==> config.mk <==
export PLATFORM = sky130hd
export DESIGN_NAME = pix_color_select
export DESIGN_NICKNAME = d
export VERILOG_FILES = /design/src/rtl/pxsel_pkg.sv /design/src/rtl/pxsel_decode.sv /design/src/rtl/pxsel_linepos.sv /design/src/rtl/pxsel_pipe.sv /design/src/rtl/pix_color_select.sv
export SDC_FILE = /design/constraint.sdc
export NUM_CORES = 1
export LEC_CHECK = 0
export BUFFER_PORTS_ARGS = -buffer_cell sky130_fd_sc_hd__clkbuf_2
export CAP_MARGIN = 10
export CELL_PAD_IN_SITES_DETAIL_PLACEMENT = 1
export CELL_PAD_IN_SITES_GLOBAL_PLACEMENT = 1
export CORE_MARGIN = 3
export CORE_UTILIZATION = 37
export CTS_CLUSTER_SIZE = 14
export DETAILED_ROUTE_END_ITERATION = 16
export PLACE_DENSITY_LB_ADDON = 0.15
export SETUP_SLACK_MARGIN = 0.15
export SLEW_MARGIN = 5
export SYNTH_ARGS = -nofsm -noshare
export SYNTH_HDL_FRONTEND = slang
export SYNTH_HIERARCHICAL = 1
export SYNTH_SLANG_ARGS = --single-unit
==> constraint.sdc <==
create_clock -name clk -period 6 [get_ports clk]
set_input_delay 0.6 -clock clk [delete_from_list [all_inputs] [get_ports clk]]
set_output_delay 0.6 -clock clk [all_outputs]
set_load 0.1 [all_outputs]
==> src/rtl/pxsel_pkg.sv <==
package pxsel_pkg;

    localparam int IDX_W     = 8;
    localparam int WORD_W    = 32;
    localparam int CH_W      = 8;
    localparam int RGB_W     = 3 * CH_W;
    localparam int LINE_PIX  = 1024;
    localparam logic [CH_W-1:0] DIRECT_TAG = 8'h03;

    typedef struct packed {
        logic [CH_W-1:0] red;
        logic [CH_W-1:0] green;
        logic [CH_W-1:0] blue;
    } rgb_t;

    typedef enum logic {
        SRC_TABLE  = 1'b0,
        SRC_DIRECT = 1'b1
    } src_e;

    typedef struct packed {
        src_e             src;
        logic [IDX_W-1:0] idx;
        rgb_t             direct;
        logic             eol;
    } pix_t;

    // memory byte order -> numeric order
    function automatic logic [WORD_W-1:0] swap_bytes(input logic [WORD_W-1:0] w);
        return {w[7:0], w[15:8], w[23:16], w[31:24]};
    endfunction

endpackage

==> src/rtl/pxsel_decode.sv <==
module pxsel_decode
    import pxsel_pkg::*;
#(
    parameter bit LANE_SWAP = 1'b1
) (
    input  logic [WORD_W-1:0] truecolor,
    input  logic [WORD_W-1:0] ctrl,
    output src_e              src,
    output rgb_t              direct
);

    logic [WORD_W-1:0] tc_num;
    logic [WORD_W-1:0] ctrl_num;

    generate
        if (LANE_SWAP) begin : g_swap
            assign tc_num   = swap_bytes(truecolor);
            assign ctrl_num = swap_bytes(ctrl);
        end else begin : g_native
            assign tc_num   = truecolor;
            assign ctrl_num = ctrl;
        end
    endgenerate

    always_comb begin
        src = (ctrl_num[WORD_W-1 -: CH_W] == DIRECT_TAG) ? SRC_DIRECT : SRC_TABLE;
        direct.red   = tc_num[3*CH_W-1 -: CH_W];
        direct.green = tc_num[2*CH_W-1 -: CH_W];
        direct.blue  = tc_num[CH_W-1:0];
    end

endmodule

==> src/rtl/pxsel_linepos.sv <==
module pxsel_linepos #(
    parameter int LINE_LEN = 1024
) (
    input  logic clk,
    input  logic rst,
    input  logic step,
    output logic last
);

    localparam int CNT_W = (LINE_LEN > 1) ? $clog2(LINE_LEN) : 1;
    localparam logic [CNT_W-1:0] LAST_POS = CNT_W'(LINE_LEN - 1);

    logic [CNT_W-1:0] pos;

    assign last = (pos == LAST_POS);

    always_ff @(posedge clk) begin
        if (rst) begin
            pos <= '0;
        end else if (step) begin
            pos <= last ? '0 : pos + 1'b1;
        end
    end

endmodule

==> src/rtl/pxsel_pipe.sv <==
module pxsel_pipe
    import pxsel_pkg::*;
(
    input  logic             clk,
    input  logic             rst,
    input  logic             in_fire,
    input  pix_t             in_item,
    input  logic             out_ready,
    input  logic [RGB_W-1:0] pal_data,
    output logic             advance,
    output logic             pal_rd_en,
    output logic [IDX_W-1:0] pal_addr,
    output logic             out_valid,
    output logic [RGB_W-1:0] out_rgb,
    output logic             out_eol
);

    logic s1_valid;
    pix_t s1;

    assign advance = !(out_valid && !out_ready);

    // while held, keep re-reading the waiting pixel's entry
    always_comb begin
        if (advance) begin
            pal_addr  = in_item.idx;
            pal_rd_en = in_fire;
        end else begin
            pal_addr  = s1.idx;
            pal_rd_en = s1_valid;
        end
    end

    always_ff @(posedge clk) begin
        if (rst) begin
            s1_valid  <= 1'b0;
            s1        <= '0;
            out_valid <= 1'b0;
            out_rgb   <= '0;
            out_eol   <= 1'b0;
        end else if (advance) begin
            s1_valid  <= in_fire;
            s1        <= in_item;
            out_valid <= s1_valid;
            out_rgb   <= (s1.src == SRC_DIRECT) ? s1.direct : pal_data;
            out_eol   <= s1_valid && s1.eol;
        end
    end

endmodule

==> src/rtl/pix_color_select.sv <==
module pix_color_select
    import pxsel_pkg::*;
#(
    parameter int LINE_LEN  = LINE_PIX,
    parameter bit LANE_SWAP = 1'b1
) (
    input  logic              clk,
    input  logic              rst,
    input  logic              in_valid,
    output logic              in_ready,
    input  logic [IDX_W-1:0]  in_index,
    input  logic [WORD_W-1:0] in_truecolor,
    input  logic [WORD_W-1:0] in_ctrl,
    output logic              pal_rd_en,
    output logic [IDX_W-1:0]  pal_addr,
    input  logic [RGB_W-1:0]  pal_data,
    output logic              out_valid,
    input  logic              out_ready,
    output logic [RGB_W-1:0]  out_rgb,
    output logic              out_eol
);

    logic fire;
    logic advance;
    logic line_last;
    src_e src;
    rgb_t direct;
    pix_t item;

    assign in_ready = advance;
    assign fire     = in_valid && advance;

    pxsel_decode #(.LANE_SWAP(LANE_SWAP)) u_decode (
        .truecolor (in_truecolor),
        .ctrl      (in_ctrl),
        .src       (src),
        .direct    (direct)
    );

    pxsel_linepos #(.LINE_LEN(LINE_LEN)) u_linepos (
        .clk  (clk),
        .rst  (rst),
        .step (fire),
        .last (line_last)
    );

    always_comb begin
        item.src    = src;
        item.idx    = in_index;
        item.direct = direct;
        item.eol    = line_last;
    end

    pxsel_pipe u_pipe (
        .clk       (clk),
        .rst       (rst),
        .in_fire   (fire),
        .in_item   (item),
        .out_ready (out_ready),
        .pal_data  (pal_data),
        .advance   (advance),
        .pal_rd_en (pal_rd_en),
        .pal_addr  (pal_addr),
        .out_valid (out_valid),
        .out_rgb   (out_rgb),
        .out_eol   (out_eol)
    );

endmodule

==> results of run 1 <==
flip-flops by register name, summed over array words and instances, names as in the netlist:
signal            cells
u_pipe/s1_valid       1
u_pipe/out_valid      1
u_linepos/pos        10
u_pipe/out_rgb       24
u_pipe/s1            34
u_pipe/out_eol        1
layer usage:
layer  up-vias  track usage (%)  routed length, um
li1       1277                -                  -
met1      1182             18.8               3260
met2        65             25.7               3580
met3         8             4.91                474
met4         0             5.04                 97
met5         -                0                  0
logic make-up after synthesis:
| family | synth area share (%) |
|---|---|
| simple gates | 17.6 |
| mux | 10.6 |
| buf+inv | 10.9 |
| compound gates | 15.7 |
| xor+xnor | 0.813 |
| fa+ha+maj | 0.387 |
| flops | 44.0 |
layout make-up:
| class | instances | share of cell area [%] |
|---|---|---|
| inverters | 2 | 0.267 |
| multi-input cells | 220 | 38.9 |
| well taps | 105 | 3.50 |
| flip-flops and latches | 71 | 37.9 |
| clock inverters | 4 | 1.20 |
| repair buffers | 106 | 14.3 |
| clock buffers | 12 | 3.87 |
worst max-delay path, delay by kind of cell, from the launching register on:
family        cells  cell delay (ns)
simple gates      2             0.54
buf+inv           3             1.37
flops             1             0.31
mux               1             0.24
metrics by stage:
| stage | util [%] | hold slack [ns] | cell area [sq um] | setup slack [ns] | power (mW) |
|---|---|---|---|---|---|
| after floorplan | - | 0.432 | 3230 | 2.89 | 0.707 |
| after global placement | 42.7 | 0.439 | 3560 | 2.53 | 0.739 |
| after detailed placement | 42.7 | 0.446 | 3560 | 2.53 | 0.743 |
| after CTS | 45.0 | 0.457 | 3750 | 2.46 | 1.12 |
| after global routing | 45.0 | 0.470 | 3750 | 2.32 | 1.16 |
| final | 45.0 | 0.453 | 3750 | 2.57 | 1.10 |
synthesized netlist by cell type, types with 4 or more instances:
| master | count |
|---|---|
| sky130_fd_sc_hd__a211oi_1 | 6 |
| sky130_fd_sc_hd__a211oi_2 | 19 |
| sky130_fd_sc_hd__a21oi_1 | 29 |
| sky130_fd_sc_hd__buf_4 | 28 |
| sky130_fd_sc_hd__buf_6 | 7 |
| sky130_fd_sc_hd__clkbuf_1 | 5 |
| sky130_fd_sc_hd__dfxtp_1 | 71 |
| sky130_fd_sc_hd__mux2_2 | 9 |
| sky130_fd_sc_hd__mux2i_1 | 24 |
| sky130_fd_sc_hd__nand2_1 | 58 |
| sky130_fd_sc_hd__nand3_1 | 4 |
| sky130_fd_sc_hd__nor2_1 | 30 |
| sky130_fd_sc_hd__nor2b_1 | 9 |
power groups by stage:
stage	Clock [mW]	Sequential, mW	Combinational (mW)
after floorplan	0	0.602	0.105
after global placement	0	0.521	0.218
after detailed placement	0	0.523	0.220
after CTS	0.388	0.512	0.221
after global routing	0.411	0.515	0.231
final	0.367	0.512	0.218
worst max path at each step:
stage	from	end	slack, ns	cells past startpoint
2_1_floorplan	u_pipe/out_valid	pal_rd_en	2.89	7
3_3_place_gp	out_ready	pal_rd_en	2.53	7
3_5_place_dp	out_ready	pal_rd_en	2.53	7
4_1_cts	u_pipe/out_valid	pal_rd_en	2.46	6
5_1_grt	u_pipe/out_valid	pal_rd_en	2.32	6
6_report	u_pipe/out_valid	pal_rd_en	2.57	6
==> results.txt, run 1 <==
----------------------------------------------------
[Setup path]
  Type of destination of the critical path ... output pin
  Worst reg2reg startpoint ... u_pipe/out_valid
  Worst endpoint data arrival time ... 2.83 ns
  Critical path's largest stage delay ... 0.65 ns
  Max FO, Critical Path ... 78
  Capturing point of the worst reg2reg path ... u_linepos/pos[9]
  Critical-path top delay cell ... sky130_fd_sc_hd__inv_4
  Worst-path cell chain ... nor2b_4, buf_4, inv_4, and2_1, mux2_2, clkbuf_2
  R2R depth ... 7
  Slack of the worst reg-to-reg path ... 3.33 ns
  Crit path launch type ... register
  Data required time of the worst path ... 5.40 ns
  Category of the most critical setup path ... reg2out

[Clock tree]
  Clock root cell ... sky130_fd_sc_hd__clkbuf_8
  CTS max path bufs ... 2
  Reg clk slew, reported paths ... 0.07 ns
  Maximum level of the CTS H-tree ... 3
  Number of buffers added for setup after CTS ... 0
  Inserted Clock Buffers ... 9
  Post-CTS sizing ... 0
  CTS sink cnt ... 71
  Cts-stage hold buffer count ... 0
  Clk_lat worst skew ... 0.33 ns
  TritonCTS clock tree ... yes

[Cells and area]
  Share of final-layout standard cells stronger than drive strength 1 ... 38.3%
  Antenna Diode Count ... 0
  Final #Nets ... 511
  FILL cells ... 1,008
  Leading cell type in the layout, fill and taps excluded ... sky130_fd_sc_hd__clkbuf_2
  Final cell count without fillers ... 520
  Most frequent cells in the layout ... sky130_fd_sc_hd__clkbuf_2 (102), sky130_fd_sc_hd__dfxtp_1 (71), sky130_fd_sc_hd__nand2_1 (58)
  Storage element area ... 1420 sq um
  Multi-input gate area ... 1460 sq um
  Synthesis-to-layout area growth ... 16.0%

[Pwr]
  Internal power contribution ... 752 uW
  Combinational Power Share ... 19.9%
  Standby leakage power ... 1.59 nW
  Switching power summed over all nets ... 345 uW
  PwrDens ... 293 nW/um^2
  Worst voltage drop across the vdd grid ... 0.000124 V
  Sw Share ... 31.5%
  Sequential Power Share ... 46.6%
  Clock share of power ... 33.5%

[STA]
  Count of endpoints failing hold in the final timing report ... 0
  Minimum period implied by the final worst setup slack ... 3.43 ns
  Finish-stage setup viols ... 0
  Post-route setup TNS ... 0 ns
  Worst slew slack as a fraction of its limit ... 44.2%
  Post-route clock period utilization ... 57.2%
  Clock Skews ... 0.00695 ns
  Final max-slew violation count ... 0
  Top achievable clock speed ... 0.291 GHz
  Slew at the pin closest to its max-slew limit ... 0.837 ns
  RSZ-0062 raised after global routing ... false

[Run]
  Max-cap check violation count ... 0

[Yosys]
  Cell accounting for the most synthesized area ... sky130_fd_sc_hd__dfxtp_1
  Number of flops mapped to enable cells by yosys ... 0
  Part of the Yosys area used for sequential elements ... 44.0%
  Post-Synthesis Mean Instance Area ... 9.51 sq um
  Share of the synthesized area in the top cell type ... 44.0%
  Post-Syn Nets ... 441
  Count of distinct cell types in the synthesized netlist ... 41
  Cell area after synthesis ... 3230 sq um
  Main area contributors after synthesis ... sky130_fd_sc_hd__dfxtp_1 (44%), sky130_fd_sc_hd__mux2i_1 (7.4%), sky130_fd_sc_hd__a211oi_2 (7.4%), sky130_fd_sc_hd__nand2_1 (6.7%), sky130_fd_sc_hd__buf_4 (6.5%)
  Commonest register cell after synthesis ... sky130_fd_sc_hd__dfxtp_1
  Number of cells produced by synthesis ... 340
  Async set or reset register ratio after synthesis ... 0%
  Post-synthesis register bit count ... 71
  Warnings from Yosys ... 6

[Global routing]
  Global-route wire length before repair ... 12,200 um
  Largest net degree at the start of global routing ... 79
  Vias in the first global route ... 2,584
  Total global routing track utilization ... 15.4%
  Residual overflow from global routing ... 0
  Antenna violations before repair ... 0

[Routing]
  Routed wire length per instance ... 14.3 um
  Final antenna-violating net count ... 0
  Drt pass-1 iters ... 4
  Starting DRC count in detailed routing ... 64
  DRC ... 0
  Post-detailed-route via-to-cell ratio ... 4.87
  Via Count ... 2,532
  Sum of routed wire length over all layers ... 7420 um

[Placement]
  Routability congestion estimate from global placement ... 0.680
  Number of instances in the placed design ... 504
  Count of buffers inserted at the top-level ports ... 103
  Half-perimeter wire length after detailed placement ... 5010 um

[Floorplan]
  Die outline area ... 9900 sq um
  Area of the placeable core ... 8340 sq um
  Horizontal extent of the die ... 99.5 um
  Initial standard-cell utilization of the core ... 38.8%
  Std cell rows ... 33
  Top-level I/O count ... 136
  Height of the chip ... 99.5 um

[Hold path]
  Hold path startpoint ... u_pipe/s1[23]
  Hold Path Sink ... u_pipe/s1[23]
  Class of the most critical hold timing path ... reg2reg
  WHS Path Cells ... 2

[Run status]
  Run status ... complete, no violations

----------------------------------------------------
No activity file was read; power rests on OpenSTA's default activity.
==> inputs of run 2 (changes only) <==
--- a/config.mk
+++ b/config.mk
@@ -10,7 +10,7 @@
 export CELL_PAD_IN_SITES_DETAIL_PLACEMENT = 1
 export CELL_PAD_IN_SITES_GLOBAL_PLACEMENT = 1
 export CORE_MARGIN = 3
-export CORE_UTILIZATION = 37
+export CORE_UTILIZATION = 31
 export CTS_CLUSTER_SIZE = 14
 export DETAILED_ROUTE_END_ITERATION = 16
 export PLACE_DENSITY_LB_ADDON = 0.15
==> constraint.sdc (replaced) <==
create_clock -name clk -period 3 [get_ports clk]
set_input_delay 0.3 -clock clk [delete_from_list [all_inputs] [get_ports clk]]
set_output_delay 0.3 -clock clk [all_outputs]
set_load 0.1 [all_outputs]
==> results.txt, run 2 (synthesized netlist as in run 1, its figures left out) <==
----------------------------------------------------
[Cells and area]
  Most frequent cells in the layout ... sky130_fd_sc_hd__clkbuf_2 (101), sky130_fd_sc_hd__dfxtp_1 (70), sky130_fd_sc_hd__nand2_1 (58)
  FILL cells ... 1,170
  Final cell count without fillers ... 549
  Registers with the most flip-flops ... u_pipe/s1 x34, u_pipe/out_rgb x24, u_linepos/pos x10
  Final #Nets ... 512
  Most flops, register ... u_pipe/s1
  Antenna Diode Count ... 0
  Leading cell type in the layout, fill and taps excluded ... sky130_fd_sc_hd__clkbuf_2
  Max reg flops ... 34
  Share of final-layout standard cells stronger than drive strength 1 ... 39.2%
  Synthesis-to-layout area growth ... 19.0%
  Multi-input gate area ... 1460 sq um
  Storage element area ... 1420 sq um
  Post-route design area ... 3850 sq um

[Run status]
  Run status ... complete, no violations

[Clock tree]
  TritonCTS clock tree ... yes
  Maximum level of the CTS H-tree ... 3
  Cts-stage hold buffer count ... 0
  Number of buffers added for setup after CTS ... 0
  Clock root cell ... sky130_fd_sc_hd__clkbuf_8
  CTS sink cnt ... 71
  Inserted Clock Buffers ... 9
  Clk_lat worst skew ... 0.34 ns
  Post-CTS sizing ... 0
  Reg clk slew, reported paths ... 0.08 ns
  CTS max path bufs ... 2

[Routing]
  Post-detailed-route via-to-cell ratio ... 4.63
  Starting DRC count in detailed routing ... 47
  Sum of routed wire length over all layers ... 7630 um
  Routed wire length per instance ... 13.9 um
  DRC ... 0
  Drt pass-1 iters ... 4
  Via Count ... 2,543
  Final antenna-violating net count ... 0

[STA]
  Count of endpoints failing hold in the final timing report ... 0
  Worst slew slack as a fraction of its limit ... 39.9%
  Clock Skews ... 0.0104 ns
  Minimum period implied by the final worst setup slack ... 2.43 ns
  Final max-slew violation count ... 0
  Post-route setup TNS ... 0 ns
  Worst Slack Setup Final ... 0.568 ns
  Finish-stage setup viols ... 0
  Slew at the pin closest to its max-slew limit ... 0.902 ns
  RSZ-0062 raised after global routing ... false
  Post-route clock period utilization ... 81.1%
  Top achievable clock speed ... 0.411 GHz

[Global routing]
  Vias in the first global route ... 2,643
  Antenna violations before repair ... 0
  Largest net degree at the start of global routing ... 46
  Global-route wire length before repair ... 12,600 um
  Residual overflow from global routing ... 0
  Total global routing track utilization ... 13.6%

[Floorplan]
  Area of the placeable core ... 9950 sq um
  Top-level I/O count ... 136
  Height of the chip ... 108 um
  Initial standard-cell utilization of the core ... 32.5%
  Std cell rows ... 36
  Die outline area ... 11,700 sq um
  Horizontal extent of the die ... 108 um

[Placement]
  Routability congestion estimate from global placement ... 0.726
  Minimum setup slack after placement ... 0.739 ns
  Dpl cell area ... 3630 sq um
  Count of buffers inserted at the top-level ports ... 103
  Number of instances in the placed design ... 533
  Half-perimeter wire length after detailed placement ... 5410 um

[Pwr]
  Worst voltage drop across the vdd grid ... 0.000221 V
  Combinational Power Share ... 19.4%
  Sequential Power Share ... 44.7%
  PwrDens ... 595 nW/um^2
  Clock share of power ... 35.9%
  Sw Share ... 31.8%
  Total power consumption of the routed design ... 2.29 mW
  Internal power contribution ... 1.56 mW
  Standby leakage power ... 1.62 nW
  Switching power summed over all nets ... 728 uW

[Setup path]
  Type of destination of the critical path ... output pin
  Crit path launch type ... register
  Category of the most critical setup path ... reg2out
  Data required time of the worst path ... 2.70 ns
  Worst endpoint data arrival time ... 2.13 ns
  Max FO, Critical Path ... 34

[Hold path]
  Class of the most critical hold timing path ... in2reg

[Run]
  Max-cap check violation count ... 0

----------------------------------------------------
## run 2: cell count changes in the layout (fill, tap and decap cells not counted), sizes merged
cell | before | now
buf | 4 | 6
clkinv | 3 | 1
inv | 2 | 3
clkinvlp | 0 | 1
clkbuf | 114 | 113
## run 2: cell type report
| class | instances | area share [%] |
|---|---|---|
| clock buffer | 12 | 4.29 |
| clock inverter | 4 | 1.33 |
| inverter | 2 | 0.260 |
| multi-input combinational | 220 | 37.9 |
| sequential | 71 | 37.0 |
| tap | 133 | 4.33 |
| timing repair buffer | 107 | 14.9 |
## run 2: through the flow
stage | util (%) | hold WS, ns
global route | 38.7 | 0.159
detailed placement | 36.5 | 0.446
finish | 38.7 | 0.184
global placement | 36.5 | 0.439
floorplan | - | 0.432
CTS | 38.7 | 0.157
## run 2: power groups by stage
stage | combinational [mW] | sequential, mW | clock [mW]
6_report | 0.445 | 1.02 | 0.821
5_1_grt | 0.473 | 1.03 | 0.898
4_1_cts | 0.451 | 1.02 | 0.857
3_5_place_dp | 0.450 | 1.05 | 0
3_3_place_gp | 0.445 | 1.04 | 0
2_1_floorplan | 0.211 | 1.20 | 0
## run 2: metal layers
layer / GRT usage, % / share of wire [%] / vias up
li1: - / - / 1282
met1: 17.1 / 46 / 1185
met2: 21.5 / 46 / 67
met3: 3.94 / 6.3 / 9
met4: 5.95 / 1.6 / 0
met5: 0 / 0 / -
## run 2: critical path: stages (launching register included)
cell	delay (ns)
sky130_fd_sc_hd__dfxtp_1	0.32
sky130_fd_sc_hd__nor2b_4	0.12
sky130_fd_sc_hd__buf_4	0.19
sky130_fd_sc_hd__inv_4	0.31
sky130_fd_sc_hd__and2_1	0.39
sky130_fd_sc_hd__mux2_2	0.27
sky130_fd_sc_hd__buf_12	0.18
## run 2: final timing paths
check                                      start          endpoint  slack (ns)  depth (start not counted)
worst max-delay path            u_pipe/out_valid         pal_rd_en        0.57                          6
worst min-delay path            in_truecolor[12]     u_pipe/s1[21]        0.18                          3
worst max register to register  u_pipe/out_valid  u_linepos/pos[5]        0.81                          7
worst min register to register      u_pipe/s1[1]      u_pipe/s1[1]        0.46                          2
